<file path="config.mk">
export PLATFORM = sky130hd
export DESIGN_NAME = steer_port
export DESIGN_NICKNAME = d
export VERILOG_FILES = /design/src/rtl/steer_port_pkg.sv /design/src/rtl/steer_port_shifter.sv /design/src/rtl/steer_port_regs.sv /design/src/rtl/steer_port.sv
export SDC_FILE = /design/constraint.sdc
export NUM_CORES = 1
export LEC_CHECK = 0
export ABC_AREA = 1
export BUFFER_PORTS_ARGS = -buffer_cell sky130_fd_sc_hd__buf_4
export CAP_MARGIN = 20
export CORE_MARGIN = 3
export CORE_UTILIZATION = 36
export CTS_CLUSTER_SIZE = 40
export DETAILED_ROUTE_END_ITERATION = 8
export HOLD_SLACK_MARGIN = 0.08
export PLACE_DENSITY = 0.57
export SYNTH_ARGS = -nofsm -noshare
export SYNTH_HDL_FRONTEND = slang
export SYNTH_HIERARCHICAL = 1
export SYNTH_SLANG_ARGS = --single-unit
</file>
<file path="constraint.sdc">
create_clock -name clk -period 1.71 [get_ports clk]
set_input_delay 0.171 -clock clk [delete_from_list [all_inputs] [get_ports clk]]
set_output_delay 0.171 -clock clk [all_outputs]
set_load 0.05 [all_outputs]
</file>
<file path="src/rtl/steer_port_pkg.sv">
// Shared constants and the control-word layout for the steered serial port.
// Assumes the register file holds exactly three 12-bit registers.
package steer_port_pkg;
    localparam int WORD_W    = 16;
    localparam int NARROW_W  = 8;
    localparam int ADDR_W    = 2;
    localparam int DATA_W    = 12;
    localparam int NUM_REGS  = 3;
    localparam int SWRST_BIT = 11;
    localparam int SLEEP_BIT = 10;

    typedef struct packed {
        logic              steer;
        logic              rnw;
        logic [ADDR_W-1:0] addr;
        logic [DATA_W-1:0] data;
    } ctrl_word_t;
endpackage

</file>
<file path="src/rtl/steer_port_shifter.sv">
// Serial framing engine. It finds serial-clock edges in the system clock
// domain, starts a frame when the frame pulse is seen on a falling edge,
// launches outbound bits on rising edges and captures inbound bits on
// falling edges. A frame cut short by a new pulse is dropped.
// Assumes sclk/ssync/sdi are synchronous to clk and change slowly.
module steer_port_shifter #(
    parameter int WORD_W   = 16,
    parameter int NARROW_W = 8,
    localparam int CNT_W   = $clog2(WORD_W + 1)
) (
    input  logic              clk,
    input  logic              rst_n,
    input  logic              wide_mode,
    input  logic              sclk,
    input  logic              ssync,
    input  logic              sdi,
    input  logic [WORD_W-1:0] tx_word,
    output logic              sdo,
    output logic              sdo_en,
    output logic              frame_start,
    output logic              frame_done,
    output logic [WORD_W-1:0] rx_word
);
    localparam logic [CNT_W-1:0] LEN_WIDE   = CNT_W'(WORD_W);
    localparam logic [CNT_W-1:0] LEN_NARROW = CNT_W'(NARROW_W);

    logic              sclk_q;
    logic              active;
    logic [CNT_W-1:0]  cnt;
    logic [WORD_W-1:0] rx_sh;
    logic [WORD_W-1:0] tx_sh;
    logic              fall, rise;
    logic [CNT_W-1:0]  frame_len;

    // Edge detection against the previous serial-clock sample.
    always_comb begin
        fall      = sclk_q & ~sclk;
        rise      = ~sclk_q & sclk;
        frame_len = wide_mode ? LEN_WIDE : LEN_NARROW;
    end

    // Frame sequencing, shifting and tri-state control.
    always_ff @(posedge clk) begin
        if (!rst_n) begin
            sclk_q      <= 1'b1;
            active      <= 1'b0;
            cnt         <= '0;
            rx_sh       <= '0;
            tx_sh       <= '0;
            rx_word     <= '0;
            sdo         <= 1'b0;
            sdo_en      <= 1'b0;
            frame_start <= 1'b0;
            frame_done  <= 1'b0;
        end else begin
            sclk_q      <= sclk;
            frame_start <= 1'b0;
            frame_done  <= 1'b0;
            if (fall) begin
                if (ssync) begin
                    active      <= 1'b1;
                    cnt         <= '0;
                    rx_sh       <= '0;
                    tx_sh       <= tx_word;
                    frame_start <= 1'b1;
                end else if (active && (cnt < frame_len)) begin
                    rx_sh <= {rx_sh[WORD_W-2:0], sdi};
                    cnt   <= cnt + 1'b1;
                    if (cnt == frame_len - 1'b1) begin
                        frame_done <= 1'b1;
                        rx_word    <= {rx_sh[WORD_W-2:0], sdi};
                    end
                end
            end else if (rise && active) begin
                if (cnt < frame_len) begin
                    sdo    <= tx_sh[WORD_W-1];
                    tx_sh  <= {tx_sh[WORD_W-2:0], 1'b0};
                    sdo_en <= 1'b1;
                end else begin
                    sdo    <= 1'b0;
                    sdo_en <= 1'b0;
                    active <= 1'b0;
                end
            end
        end
    end
endmodule

</file>
<file path="src/rtl/steer_port_regs.sv">
// Control register file. Register 0 accepts serial writes only in the frame
// right after the sleep command, and its software reset bit gates writes.
// old_value gives the addressed contents before any update in this cycle.
// Assumes req/done are single-cycle pulses per completed frame.
module steer_port_regs #(
    parameter int ADDR_W    = 2,
    parameter int DATA_W    = 12,
    parameter int NUM_REGS  = 3,
    parameter int SWRST_BIT = 11,
    parameter int SLEEP_BIT = 10
) (
    input  logic                       clk,
    input  logic                       rst_n,
    input  logic                       chip_reset,
    input  logic                       done,
    input  logic                       req,
    input  logic                       rnw,
    input  logic [ADDR_W-1:0]          addr,
    input  logic [DATA_W-1:0]          wdata,
    output logic [NUM_REGS*DATA_W-1:0] regs_flat,
    output logic [DATA_W-1:0]          old_value
);
    localparam logic [DATA_W-1:0] SLEEP_DATA = DATA_W'(1) << SLEEP_BIT;

    logic unlock;
    logic swrst;
    logic wr;
    logic sleep_cmd;

    // Decode the write strobe and the sleep command word.
    always_comb begin
        wr        = req && !rnw;
        sleep_cmd = wr && (addr == '0) && (wdata == SLEEP_DATA);
        swrst     = regs_flat[SWRST_BIT];
        old_value = '0;
        if (int'(addr) < NUM_REGS)
            old_value = regs_flat[int'(addr)*DATA_W +: DATA_W];
    end

    // Unlock window: open for exactly the frame after the sleep command.
    always_ff @(posedge clk) begin
        if (!rst_n)
            unlock <= 1'b0;
        else if (done)
            unlock <= sleep_cmd;
    end

    for (genvar g = 0; g < NUM_REGS; g++) begin : g_reg
        logic [DATA_W-1:0] q;
        assign regs_flat[g*DATA_W +: DATA_W] = q;
        if (g == 0) begin : g_guarded
            // Guarded register: sleep command, unlocked write, reset clear.
            always_ff @(posedge clk) begin
                if (!rst_n) begin
                    q <= '0;
                end else begin
                    if (wr && (addr == '0)) begin
                        if (sleep_cmd) begin
                            if (!swrst) q[SLEEP_BIT] <= 1'b1;
                        end else if (unlock) begin
                            if (swrst) q[SWRST_BIT] <= wdata[SWRST_BIT];
                            else       q <= wdata;
                        end
                    end
                    if (chip_reset) q[SWRST_BIT] <= 1'b0;
                end
            end
        end else begin : g_plain
            // Plain register: written unless software reset is active.
            always_ff @(posedge clk) begin
                if (!rst_n)
                    q <= '0;
                else if (wr && (int'(addr) == g) && !swrst)
                    q <= wdata;
            end
        end
    end
endmodule

</file>
<file path="src/rtl/steer_port.sv">
// Top of the steered serial port. It routes each completed frame to the
// audio output or to the register file, holds the reply of a register
// access for the next frame, and picks the outbound word for each mode.
// Assumes wide_mode and compand are held stable while frames run.
module steer_port
    import steer_port_pkg::*;
(
    input  logic              clk,
    input  logic              rst_n,
    input  logic              chip_reset,
    input  logic              wide_mode,
    input  logic              compand,
    input  logic              sclk,
    input  logic              ssync,
    input  logic              sdi,
    output logic              sdo,
    output logic              sdo_en,
    input  logic [WORD_W-1:0] tx_audio,
    output logic [WORD_W-1:0] rx_audio,
    output logic              rx_strobe,
    output logic [DATA_W-1:0] ctl_reg0,
    output logic [DATA_W-1:0] ctl_reg1,
    output logic [DATA_W-1:0] ctl_reg2
);
    localparam int PAD_W = WORD_W - NARROW_W;

    logic [WORD_W-1:0]          tx_word;
    logic [WORD_W-1:0]          rx_word;
    logic                       frame_start, frame_done;
    ctrl_word_t                 cw;
    logic                       is_ctrl;
    logic                       pending;
    logic [WORD_W-1:0]          reply;
    logic [DATA_W-1:0]          old_value;
    logic [NUM_REGS*DATA_W-1:0] regs_flat;

    // Outbound word choice and steering decode of the received word.
    always_comb begin
        cw      = ctrl_word_t'(rx_word);
        is_ctrl = wide_mode && cw.steer;
        if (pending && wide_mode)
            tx_word = reply;
        else if (wide_mode && !compand)
            tx_word = tx_audio;
        else
            tx_word = {tx_audio[NARROW_W-1:0], {PAD_W{1'b0}}};
    end

    steer_port_shifter #(.WORD_W(WORD_W), .NARROW_W(NARROW_W)) u_shifter (
        .clk(clk), .rst_n(rst_n), .wide_mode(wide_mode),
        .sclk(sclk), .ssync(ssync), .sdi(sdi), .tx_word(tx_word),
        .sdo(sdo), .sdo_en(sdo_en), .frame_start(frame_start),
        .frame_done(frame_done), .rx_word(rx_word)
    );

    steer_port_regs #(
        .ADDR_W(ADDR_W), .DATA_W(DATA_W), .NUM_REGS(NUM_REGS),
        .SWRST_BIT(SWRST_BIT), .SLEEP_BIT(SLEEP_BIT)
    ) u_regs (
        .clk(clk), .rst_n(rst_n), .chip_reset(chip_reset),
        .done(frame_done), .req(frame_done && is_ctrl), .rnw(cw.rnw),
        .addr(cw.addr), .wdata(cw.data), .regs_flat(regs_flat),
        .old_value(old_value)
    );

    // Audio capture, frame strobe and reply bookkeeping.
    always_ff @(posedge clk) begin
        if (!rst_n) begin
            rx_audio  <= '0;
            rx_strobe <= 1'b0;
            pending   <= 1'b0;
            reply     <= '0;
        end else begin
            rx_strobe <= frame_done;
            if (frame_start) pending <= 1'b0;
            if (frame_done) begin
                if (is_ctrl) begin
                    pending <= 1'b1;
                    reply   <= {1'b1, cw.rnw, cw.addr, old_value};
                end else if (wide_mode && !compand) begin
                    rx_audio <= rx_word;
                end else begin
                    rx_audio <= {{PAD_W{1'b0}}, rx_word[NARROW_W-1:0]};
                end
            end
        end
    end

    assign ctl_reg0 = regs_flat[0*DATA_W +: DATA_W];
    assign ctl_reg1 = regs_flat[1*DATA_W +: DATA_W];
    assign ctl_reg2 = regs_flat[2*DATA_W +: DATA_W];
endmodule

</file>
==> run summary, run 1 <==
The run finished with clean final reports. The number of clock sinks seen by CTS is 129. At the pin with the least slew margin, the transition time is 0.371 ns.

The count of unique library cells instantiated by Yosys came out at 28. The iteration count of the initial detailed-routing pass is 6. The clock tree from TritonCTS is yes. The total routing resource utilization after global routing came out at 17.5%. The worst setup path is launched from a register. The worst hold slack after final layout is 0.132 ns. The final instance area came out at 7470 sq um. The min-delay analysis places its worst path in the category input pin to register.

The later-pin clock latency in the skew report came out at 0.42 ns. In this run the static leakage power is 3.55 nW. The number of cells produced by synthesis is 891. The share of the core filled with cells came out at 46.2%. The number of global-route vias before repair is 5,256. The DRC violation count after routing is 0.

In this run, the number of DRC markers left after iteration 0 of detailed routing was 455. The final weighted congestion in routability-driven placement came out at 0.818. The post-CTS repair timing setup buffer count is 0.

The pin count of the biggest net entering global routing is 73. Port buffering added 78 buffers. For this run, the register share of the synthesized area comes to 42.8%.

The worst pin sits at a relative slew slack of 75.1%. The largest stage delay on the critical path came out at 0.31 ns. The arrival time at the worst endpoint is 1.88 ns.

The critical path is of the register to register type. The final setup TNS is 0 ns. The final-stage net count came out at 1,003. The HPWL after detailed placement came out at 11.1 mm. The x dimension of the die came out at 135 microns. Setup repair after global routing left no endpoint under its margin. The mean routed wirelength per cell came out at 13.0 microns. The total count of hold-check failures in the final report is 0.

On the final layout, the worst clock skew is 0.00557 ns. From bottom edge to top edge, the die measures 135 microns. 0 antenna diodes ended up in the layout. The routed design has 15.7 mm of wire. The total overflow reported by the global router came out at 0. The number of vias in the routed layout came out at 5,647. The count of maximum capacitance violations is 0. STA classifies the critical path endpoint as a register.

The count of final max-slew check failures came out at 0. The average vias per placed instance came out at 4.69. The worst path required time is 2.05 ns. The number of nets handed over by synthesis was 918. The cell row count came out at 46. The share of the cycle needed by the critical path after routing came out at 89.5%. In this run the power density over the cells is 902 nW/um^2. The number of antenna violations at the first check in global routing came out at 0. The top cell types in the final layout, fill and taps aside, are 236 x sky130_fd_sc_hd__nand2_1, 129 x sky130_fd_sc_hd__dfxtp_1, 122 x sky130_fd_sc_hd__nor2_1, 106 x sky130_fd_sc_hd__buf_4, 100 x sky130_fd_sc_hd__inv_1.

The area growth from synthesis to layout is 23.7%. The count of yosys warnings during synthesis is 6. Among all stages on the critical path, the largest delay is contributed by sky130_fd_sc_hd__dfxtp_1.

The achievable clock frequency is 653 MHz. In this run the cell area measured after placement is 6880 sq um. The number of buffers created by CTS came out at 17. The flip-flop and latch count after synthesis is 129.

The number of setup violations in the final report is 0. The time the final worst path needs with I/O delays and setup came out at 1.53 ns. The effective utilization at floorplan is 37.3%. A synthesized cell averages 6.77 sq um. The first global-routing pass estimated 25.5 mm of wire.

The post-route antenna net violation count is 0. The total die area came out at 18,400 sq um. The share of cells above drive strength 1 came out at 17.2%. The buffer depth of the longest clock path came out at 2.

After floorplanning, the core was sized to cover 16,200 sq um. The clock transition at the registers of the reported paths is 0.06 ns. The library cell used most frequently in the layout, excluding fill and tap cells, is sky130_fd_sc_hd__nand2_1. The highest ir drop seen on vdd came out at 710 uV. The cell area that synthesis handed to floorplanning was 6040 sq um. The number of ports placed on the die boundary came out at 79.

The maximum level of the CTS H-tree came out at 4. Walking the worst path, the cells encountered are inv_1 > ha_1 > inv_1 > nand2_1 > nand3_1 > nor2_4 > buf_12 > nand2_1 > a21oi_1. In this run the worst path has a maximum fanout of 25. In this run the clock root is driven by a sky130_fd_sc_hd__clkbuf_16.
## through the flow
step                worst slack (ns)  power (mW)  std cells
floorplan                      0.123        3.37        891
global placement               0.105        3.50       1169
detailed placement            0.0683        3.50       1169
CTS                           0.0501        6.81       1205
global route                 0.00804        6.99       1205
finish                         0.179        6.74       1205
## report_power, final
part           internal (mW)  switching (mW)  leakage, nW
clock network           1.98            1.32        0.256
registers               3.04          0.0121         1.04
logic                  0.144           0.244         2.25
## worst max-delay path, delay by kind of cell (launching register included)
| kind | cells | cell delay [ns] |
|---|---|---|
| and+or+nand+nor | 4 | 0.50 |
| buffers and inverters | 3 | 0.34 |
| DFF | 1 | 0.31 |
| adders and majority gates | 1 | 0.16 |
| AOI/OAI and AO/OA | 1 | 0.14 |
## sequential cells by signal, summed over array words and instances, names as in the netlist, 5 cells and up
name	flops
u_regs/g.q	36
reply	16
rx_audio	16
u_shifter/rx_word	16
u_shifter/tx_sh	16
u_shifter/rx_sh	15
u_shifter/cnt	5
## cell families (layout without fill, tap and decap cells)
kind of cell | Yosys count | after routing | synth area share [%]
and+or+nand+nor | 490 | 490 | 34.8
DFF | 129 | 129 | 42.8
adders and majority gates | 3 | 3 | 0.622
buffers and inverters | 152 | 250 | 11.5
AOI/OAI and AO/OA | 117 | 117 | 10.3
## final timing paths
path	startpoint	to	slack [ns]	depth (start not counted)
setup / recovery	u_shifter/cnt[3]$_SDFFE_PN0P_	u_shifter/rx_sh[1]$_SDFFE_PN0P_	0.18	9
hold / removal	rst_n	u_shifter/rx_word[15]$_SDFFE_PN0P_	0.13	3
setup reg to reg	u_shifter/cnt[3]$_SDFFE_PN0P_	u_shifter/rx_sh[1]$_SDFFE_PN0P_	0.18	9
hold reg to reg	rx_audio[15]$_SDFFE_PN0P_	rx_audio[15]$_SDFFE_PN0P_	0.44	2
## timing repair
item | 4_1_cts | 5_1_grt
setup endpoints to repair | 0 | 18
resized for setup | 0 | 3
hold buffers | 4 | 0
endpoints found under the hold margin | 5 | 0
## layout make-up
| cell class | instances | area [sq um] |
|---|---|---|
| Tap cell | 216 | 270 |
| Inverter | 104 | 390 |
| Sequential cell | 129 | 2580 |
| Fill cell | 1720 | 8710 |
| Multi-Input combinational cell | 610 | 2780 |
| Clock buffer | 21 | 440 |
| Clock inverter | 11 | 91.3 |
| Timing Repair Buffer | 114 | 916 |
## metal layers
| metal | up-vias | part of all wire, % | track usage [%] |
|---|---|---|---|
| met1 | 2544 | 47 | 22.3 |
| met5 | - | 0 | 0 |
| met4 | 0 | 1.6 | 6.10 |
| met3 | 16 | 4.2 | 3.83 |
| met2 | 112 | 47 | 29.1 |
| li1 | 2975 | - | - |
## cell usage after synthesis
master / instances / area [sq um]
sky130_fd_sc_hd__a22oi_1: 1 / 7.51
sky130_fd_sc_hd__buf_2: 14 / 70.1
sky130_fd_sc_hd__buf_6: 11 / 124
sky130_fd_sc_hd__nand4_1: 18 / 113
sky130_fd_sc_hd__clkbuf_1: 15 / 56.3
sky130_fd_sc_hd__nand3_4: 1 / 17.5
sky130_fd_sc_hd__nand2_4: 1 / 11.3
sky130_fd_sc_hd__nor3_4: 1 / 16.3
sky130_fd_sc_hd__o21a_1: 1 / 7.51
sky130_fd_sc_hd__nor2_1: 122 / 458
sky130_fd_sc_hd__a21oi_2: 8 / 70.1
sky130_fd_sc_hd__nor2_4: 4 / 45.0
sky130_fd_sc_hd__clkinv_1: 1 / 3.75
sky130_fd_sc_hd__inv_1: 100 / 375
sky130_fd_sc_hd__nor2_2: 6 / 37.5
sky130_fd_sc_hd__buf_4: 6 / 45.0
sky130_fd_sc_hd__o211ai_1: 1 / 7.51
sky130_fd_sc_hd__nand3_1: 93 / 465
sky130_fd_sc_hd__nand2_1: 236 / 886
sky130_fd_sc_hd__dfxtp_1: 129 / 2580
sky130_fd_sc_hd__o21ai_0: 34 / 170
sky130_fd_sc_hd__nand2_2: 6 / 37.5
sky130_fd_sc_hd__inv_2: 3 / 11.3
sky130_fd_sc_hd__o21ai_1: 16 / 80.1
sky130_fd_sc_hd__a21oi_1: 56 / 280
sky130_fd_sc_hd__or2_2: 2 / 12.5
sky130_fd_sc_hd__ha_1: 3 / 37.5
sky130_fd_sc_hd__buf_1: 2 / 7.51
(Power assumes the default switching activity.)
==> run 2: changes to the inputs <==
--- a/config.mk
+++ b/config.mk
@@ -14,6 +14,7 @@
 export DETAILED_ROUTE_END_ITERATION = 8
 export HOLD_SLACK_MARGIN = 0.08
 export PLACE_DENSITY = 0.57
+export RECOVER_POWER = 50
 export SYNTH_ARGS = -nofsm -noshare
 export SYNTH_HDL_FRONTEND = slang
 export SYNTH_HIERARCHICAL = 1
==> run summary, run 2 (synthesis gave the netlist of run 1 again) <==
The run finished with clean final reports. In this run the worst hold path is classified as input pin to register. The final setup TNS came out at 0 ns. The pre-CTS setup slack is 0.0683 ns.

The combinational group share of total power is 5.7%. Setup repair after global routing left no endpoint under its margin. The flip-flop count of the largest register, all copies and words added came out at 36.

The analysis attributes to cell leakage a power of 3.31 nW. The post-route antenna net violation count is 0. The critical-path maximum fanout came out at 9. For this run, design rule violations remaining after detail routing come to 0. The cell row count came out at 46. The port buffer count is 78. The clock tree from TritonCTS is yes. The clock transition at the registers of the reported paths came out at 0.06 ns. Once detailed placement completed, the half-perimeter wirelength came to 11.1 mm. The final-stage net count came out at 1,003.

The internal cell power came out at 5.16 mW. After detailed routing, the average wire length per cell comes to 13.1 microns. The share of the cycle needed by the critical path after routing is 89.0%. The pin count of the biggest net entering global routing is 73. The class of the most critical setup path is register to register. The startpoint identified for the worst register-to-register timing path is u_shifter/cnt[3]$_SDFFE_PN0P_. The count of maximum capacitance violations came out at 0. The worst path required time came out at 2.02 ns.

The total overflow reported by the global router came out at 0. The switching power share of the total came out at 23.3%. The count of final max-slew check failures came to 0. Global routing consumed, over all layers together, 17.5% of the routing resources.

For this design the ratio of total power to cell area is 930 nW/um^2. In this run the deepest clock path goes through 2 buffers. The worst setup path is launched from a register. The number of antenna cells inserted came out at 0. Leaving out fill and tap cells, the most frequent cell in the layout is sky130_fd_sc_hd__nand2_1.

The worst hold slack after final layout came out at 0.135 ns. Including well taps, the total number of placed cells is 1,169. The first-pass GRT wire length came out at 25.5 mm. The number of ports placed on the die boundary came out at 79. The wire length after detailed routing came out at 15.7 mm. The DRC marker count from the first detailed-route iteration is 504. The switching power total is 1.57 mW. The average vias per placed instance is 4.71.

The cell area after placement came out at 6880 sq um. The arrival time at the worst endpoint is 1.83 ns. The total power consumption of the routed design came out at 6.73 mW.

The time the final worst path needs with I/O delays and setup came out at 1.52 ns. The total count of hold-check failures in the final report came out at 0. The number of global-route vias before repair came to 5,256. Once layout is complete, the cells apart from fillers number 1,205. The finished cells cover 7240 sq um. The final weighted congestion in routability-driven placement came out at 0.818. The worst clock skew on the final layout is 0.00567 ns. The iteration count of the initial detailed-routing pass is 5. The x dimension of the die is 135 microns. The capturing element type of the critical path is a register.

The highest ir drop seen on vdd came out at 685 uV. The share of cells above drive strength 1 is 11.3%. The most critical setup path has its startpoint at u_shifter/cnt[3]$_SDFFE_PN0P_. CTS built an H-tree with a depth of 4. The effective utilization at floorplan came out at 37.3%. The later-pin clock latency in the skew report is 0.42 ns. The number of buffers created by CTS is 17. The clock share of power is 48.9%. The worst slew slack as a fraction of its limit came out at 59.2%. After layout, the worst setup slack is 0.188 ns. Leaving out fill and tap cells, the most frequent cells in the layout are 238 x sky130_fd_sc_hd__nand2_1, 129 x sky130_fd_sc_hd__dfxtp_1, 123 x sky130_fd_sc_hd__nor2_1, 100 x sky130_fd_sc_hd__inv_1, 93 x sky130_fd_sc_hd__nand3_1. The fraction of power consumed by sequential logic came out at 45.4%. The final-layout fill cell count is 1,794. The post-CTS repair timing setup buffer count came out at 0. The number of clock sinks seen by CTS came out at 129. Ranked by flip-flop count, first place goes to u_regs/g.q. The root cell of the clock tree is sky130_fd_sc_hd__clkbuf_16. The total die area came out at 18,400 sq um.

The number of vias in the routed layout is 5,679. For the pin with the worst max-slew slack, the measured transition is 0.614 ns. Timing would allow up to 657 MHz.

The number of antenna violations at the first check in global routing is 0. Compared with the post-synthesis result, the final layout area differs by 19.9%. The number of setup violations in the final report is 0. In this run the most critical hold path is launched from rst_n.

The share of the core filled with cells is 44.7%. The vertical die dimension came out at 135 microns. The total area inside the core boundary comes to 16,200 sq um.
## run 2: changes by cell type in the layout (fill, tap and decap cells not counted), sizes merged
| cell | before | now |
|---|---|---|
| buf | 110 | 51 |
| clkbuf | 21 | 80 |
## run 2: cell type report
| class | instances | area [sq um] | share of cell area [%] |
|---|---|---|---|
| Clock buffer | 21 | 440 | 6.09 |
| Timing Repair Buffer | 114 | 699 | 9.66 |
| Multi-Input combinational cell | 610 | 2760 | 38.2 |
| Inverter | 104 | 390 | 5.39 |
| Clock inverter | 11 | 91.3 | 1.26 |
| Tap cell | 216 | 270 | 3.73 |
| Sequential cell | 129 | 2580 | 35.7 |
## run 2: what timing repair did
| action | CTS | global route |
|---|---|---|
| setup endpoints to repair | 0 | 18 |
| endpoints found under the hold margin | 5 | 0 |
| hold buffers | 4 | 0 |
| gates resized for setup | 0 | 3 |
## run 2: worst paths after layout
kind / cells after the start / slack (ns) / end
worst max-delay path: 10 / 0.19 / u_shifter/rx_word[15]$_SDFFE_PN0P_
worst min-delay path: 3 / 0.13 / rx_audio[13]$_SDFFE_PN0P_
worst max register to register: 10 / 0.19 / u_shifter/rx_word[15]$_SDFFE_PN0P_
worst min register to register: 2 / 0.44 / rx_audio[15]$_SDFFE_PN0P_
## run 2: power by group through the flow
stage	clock network [mW]	logic (mW)	registers [mW]
5_1_grt	3.50	0.438	3.05
4_1_cts	3.36	0.390	3.05
3_5_place_dp	0	0.380	3.12
2_1_floorplan	0	0.253	3.12
6_report	3.29	0.386	3.05
3_3_place_gp	0	0.381	3.12
## run 2: critical path, stage by stage (launching register included)
cell and delay (ns):
sky130_fd_sc_hd__dfxtp_1 0.31, sky130_fd_sc_hd__inv_1 0.12, sky130_fd_sc_hd__ha_1 0.16, sky130_fd_sc_hd__inv_1 0.03
sky130_fd_sc_hd__nand2_1 0.08, sky130_fd_sc_hd__nand3_1 0.15, sky130_fd_sc_hd__nor2_4 0.20, sky130_fd_sc_hd__buf_4 0.19
sky130_fd_sc_hd__nand3_1 0.07, sky130_fd_sc_hd__nand2_1 0.06, sky130_fd_sc_hd__nor2_1 0.04
## run 2: routing by layer
layer / global-route usage [%] / vias to the layer above / part of all wire, %
met4: 6.10 / 0 / 1.7
met5: 0 / - / 0
li1: - / 2978 / -
met2: 29.1 / 117 / 47
met3: 3.83 / 19 / 4.3
met1: 22.3 / 2565 / 47
==> run 3: changes to the inputs <==
--- a/config.mk
+++ b/config.mk
@@ -8,12 +8,12 @@
 export ABC_AREA = 1
 export BUFFER_PORTS_ARGS = -buffer_cell sky130_fd_sc_hd__buf_4
 export CAP_MARGIN = 20
-export CORE_MARGIN = 3
+export CORE_MARGIN = 4
 export CORE_UTILIZATION = 36
 export CTS_CLUSTER_SIZE = 40
 export DETAILED_ROUTE_END_ITERATION = 8
 export HOLD_SLACK_MARGIN = 0.08
-export PLACE_DENSITY = 0.57
+export PLACE_DENSITY_LB_ADDON = 0.08
 export RECOVER_POWER = 50
 export SYNTH_ARGS = -nofsm -noshare
 export SYNTH_HDL_FRONTEND = slang
==> run summary, run 3 (synthesis gave the netlist of run 1 again) <==
The flow ran to the end, and the final reports show no timing, DRC or antenna violations. In this run the static leakage power is 3.41 nW. The worst register-to-register path begins at u_shifter/cnt[3]$_SDFFE_PN0P_. The buffer depth of the longest clock path is 2.

STA classifies the critical path startpoint as a register. The achievable clock frequency came out at 629 MHz. Once the floorplan was initialized, standard cells occupied 36.5% of the core. The worst slew slack as a fraction of its limit is 57.3%. The share of the cycle needed by the critical path after routing is 93.0%. The maximum level of the CTS H-tree is 4.

The clock reaches the later pin of the worst-skew pair after 0.42 ns. The root cell of the clock tree is sky130_fd_sc_hd__clkbuf_16. The post-route antenna net violation count is 0. The area of the core is 16,500 sq um. After layout, the worst setup slack is 0.119 ns.

The count of final max-slew check failures is 0. IR analysis of the VDD net gives a maximum drop of 693 uV. The DRC marker count from the first detailed-route iteration is 351.

The DRC violation count after routing came out at 0. The total count of hold-check failures in the final report is 0. The number of antenna violations at the first check in global routing was 0. The number of buffers created by CTS is 17. In this run the worst hold path is classified as input pin to register. TritonCTS built the clock tree. The worst setup path is captured at a register.

The pre-CTS setup slack is 0.00368 ns. The clock arrives with 0.00813 ns of skew. The share of the core filled with cells is 45.1%. The launching element of the worst setup path is u_shifter/cnt[3]$_SDFFE_PN0P_. The final-layout fill cell count came out at 1,833. The largest register by flop count is u_regs/g.q.

The mean routed wirelength per cell is 13.8 microns. Leaving out fill and tap cells, the most frequent cells in the layout are 236 x sky130_fd_sc_hd__nand2_1, 129 x sky130_fd_sc_hd__dfxtp_1, 121 x sky130_fd_sc_hd__nor2_1, 100 x sky130_fd_sc_hd__inv_1, 92 x sky130_fd_sc_hd__nand3_1. The clock transition at the registers of the reported paths is 0.06 ns. Summing over every cut layer, the via total after detailed routing is 5,749. The register with the most flip-flops in the layout has 36 of them. Of the cells placed in the final design, the portion with a size suffix greater than 1 is 13.1%. Data on the critical path arrives at its endpoint at 1.90 ns. The number of clock sinks seen by CTS came out at 129.

Setup repair after global routing could not meet its margin everywhere. In this run the most critical hold path is launched from wide_mode. The number of global-route vias before repair came out at 5,132. The class of the most critical setup path is register to register. The worst path required time is 2.02 ns. The power per cell area came out at 957 nW/um^2. The x dimension of the die came out at 137 microns. The wire-length estimate of the detail-placed layout is 11.7 mm. The critical-path maximum fanout is 17.

For the pin with the worst max-slew slack, the measured transition is 0.643 ns. The time the final worst path needs with I/O delays and setup came out at 1.59 ns. The library cell used most frequently in the layout, excluding fill and tap cells, is sky130_fd_sc_hd__nand2_1. The wire length after detailed routing is 16.8 mm. Setup violations remaining at the end of the flow were counted as 0.

The pre-antenna-repair detailed-routing pass consisted of 5 iterations. The cell row count is 47. The total overflow left after global routing is 0. The port buffer count is 78.

The number of antenna cells inserted is 0. The first global-routing pass estimated 26.4 mm of wire. The total routing resource utilization after global routing came out at 17.8%. The die covers 18,900 sq um.

For this design the top-level I/O count stands at 79. Relative to the synthesized area, the layout overhead comes to 23.3%. The final-stage net count came out at 1,013. Dividing the detail-routed via count by the number of cells gives 4.72. The count of maximum capacitance violations is 0. At the end of routability-driven placement, the weighted congestion stood at 0.799.

The pin count of the biggest net entering global routing is 37. From bottom edge to top edge, the die measures 137 microns.
[run 3: cell count changes in the layout (fill, tap and decap cells not counted), moves of 2 or more]
cell | before | now
sky130_fd_sc_hd__buf_12 | 4 | 6
sky130_fd_sc_hd__buf_4 | 47 | 51
sky130_fd_sc_hd__clkbuf_1 | 59 | 56
sky130_fd_sc_hd__clkbuf_8 | 0 | 3
sky130_fd_sc_hd__clkinv_2 | 6 | 3
sky130_fd_sc_hd__inv_6 | 0 | 2
sky130_fd_sc_hd__nand2_1 | 238 | 236
sky130_fd_sc_hd__nand2_2 | 3 | 6
sky130_fd_sc_hd__nor2_1 | 123 | 121
[run 3: layout make-up]
| cell class | count | area (sq um) | area share (%) |
|---|---|---|---|
| multi-input cells | 612 | 2800 | 37.7 |
| flip-flops and latches | 129 | 2580 | 34.7 |
| repair buffers | 122 | 795 | 10.7 |
| clock buffers | 20 | 467 | 6.27 |
| inverters | 104 | 390 | 5.24 |
| well taps | 220 | 275 | 3.70 |
| clock inverters | 12 | 131 | 1.76 |
[run 3: per-stage QoR]
stage / hold slack (ns) / TNS, ns / cell area, sq um / std cells / total power [mW]
2_1_floorplan: 0.278 / 0 / 6040 / 891 / 3.37
3_3_place_gp: 0.407 / 0 / 6940 / 1179 / 3.50
6_report: 0.177 / 0 / 7440 / 1219 / 7.13
3_5_place_dp: 0.409 / 0 / 6940 / 1179 / 3.50
5_1_grt: 0.171 / -0.0170 / 7440 / 1219 / 7.40
4_1_cts: 0.172 / 0 / 7580 / 1215 / 7.19
[run 3: worst paths after layout]
| check | to | slack, ns | cells past startpoint |
|---|---|---|---|
| worst max-delay path | u_shifter/rx_word[15]$_SDFFE_PN0P_ | 0.12 | 7 |
| worst min-delay path | reply[15]$_SDFFE_PN0P_ | 0.18 | 4 |
| worst max register to register | u_shifter/rx_word[15]$_SDFFE_PN0P_ | 0.12 | 7 |
| worst min register to register | rx_audio[15]$_SDFFE_PN0P_ | 0.43 | 2 |
[run 3: worst max-delay path: stages, from the launching register on]
cell                      delay (ns)
sky130_fd_sc_hd__dfxtp_1        0.32
sky130_fd_sc_hd__inv_1          0.09
sky130_fd_sc_hd__ha_1           0.31
sky130_fd_sc_hd__nor3_4         0.34
sky130_fd_sc_hd__buf_6          0.23
sky130_fd_sc_hd__nand3_1        0.09
sky130_fd_sc_hd__nand2_1        0.06
sky130_fd_sc_hd__nor2_1         0.04
[run 3: where the power goes]
| group | total, mW | switching (mW) | internal (mW) | leakage, nW |
|---|---|---|---|---|
| sequential | 3.05 | 0.0117 | 3.04 | 1.04 |
| clock | 3.68 | 1.42 | 2.26 | 0.285 |
| combinational | 0.394 | 0.246 | 0.149 | 2.08 |
| total | 7.13 | 1.67 | 5.45 | 3.41 |
[run 3: routing by layer]
metal  track usage (%)  part of all wire, %  vias to the layer above
met5                 0                    0                        -
met4              4.60                 0.90                        0
met3              4.78                  4.7                       11
met2              29.0                   47                       92
met1              23.4                   47                     2643
li1                  -                    -                     3003
[run 3: what timing repair did]
item	4_1_cts	5_1_grt
buffers inserted	0	2
pin swaps	0	3
hold buffers	4	0
resized for setup	1	11
gates cloned	0	2
endpoints found under the hold margin	5	0
setup endpoints to repair	1	30
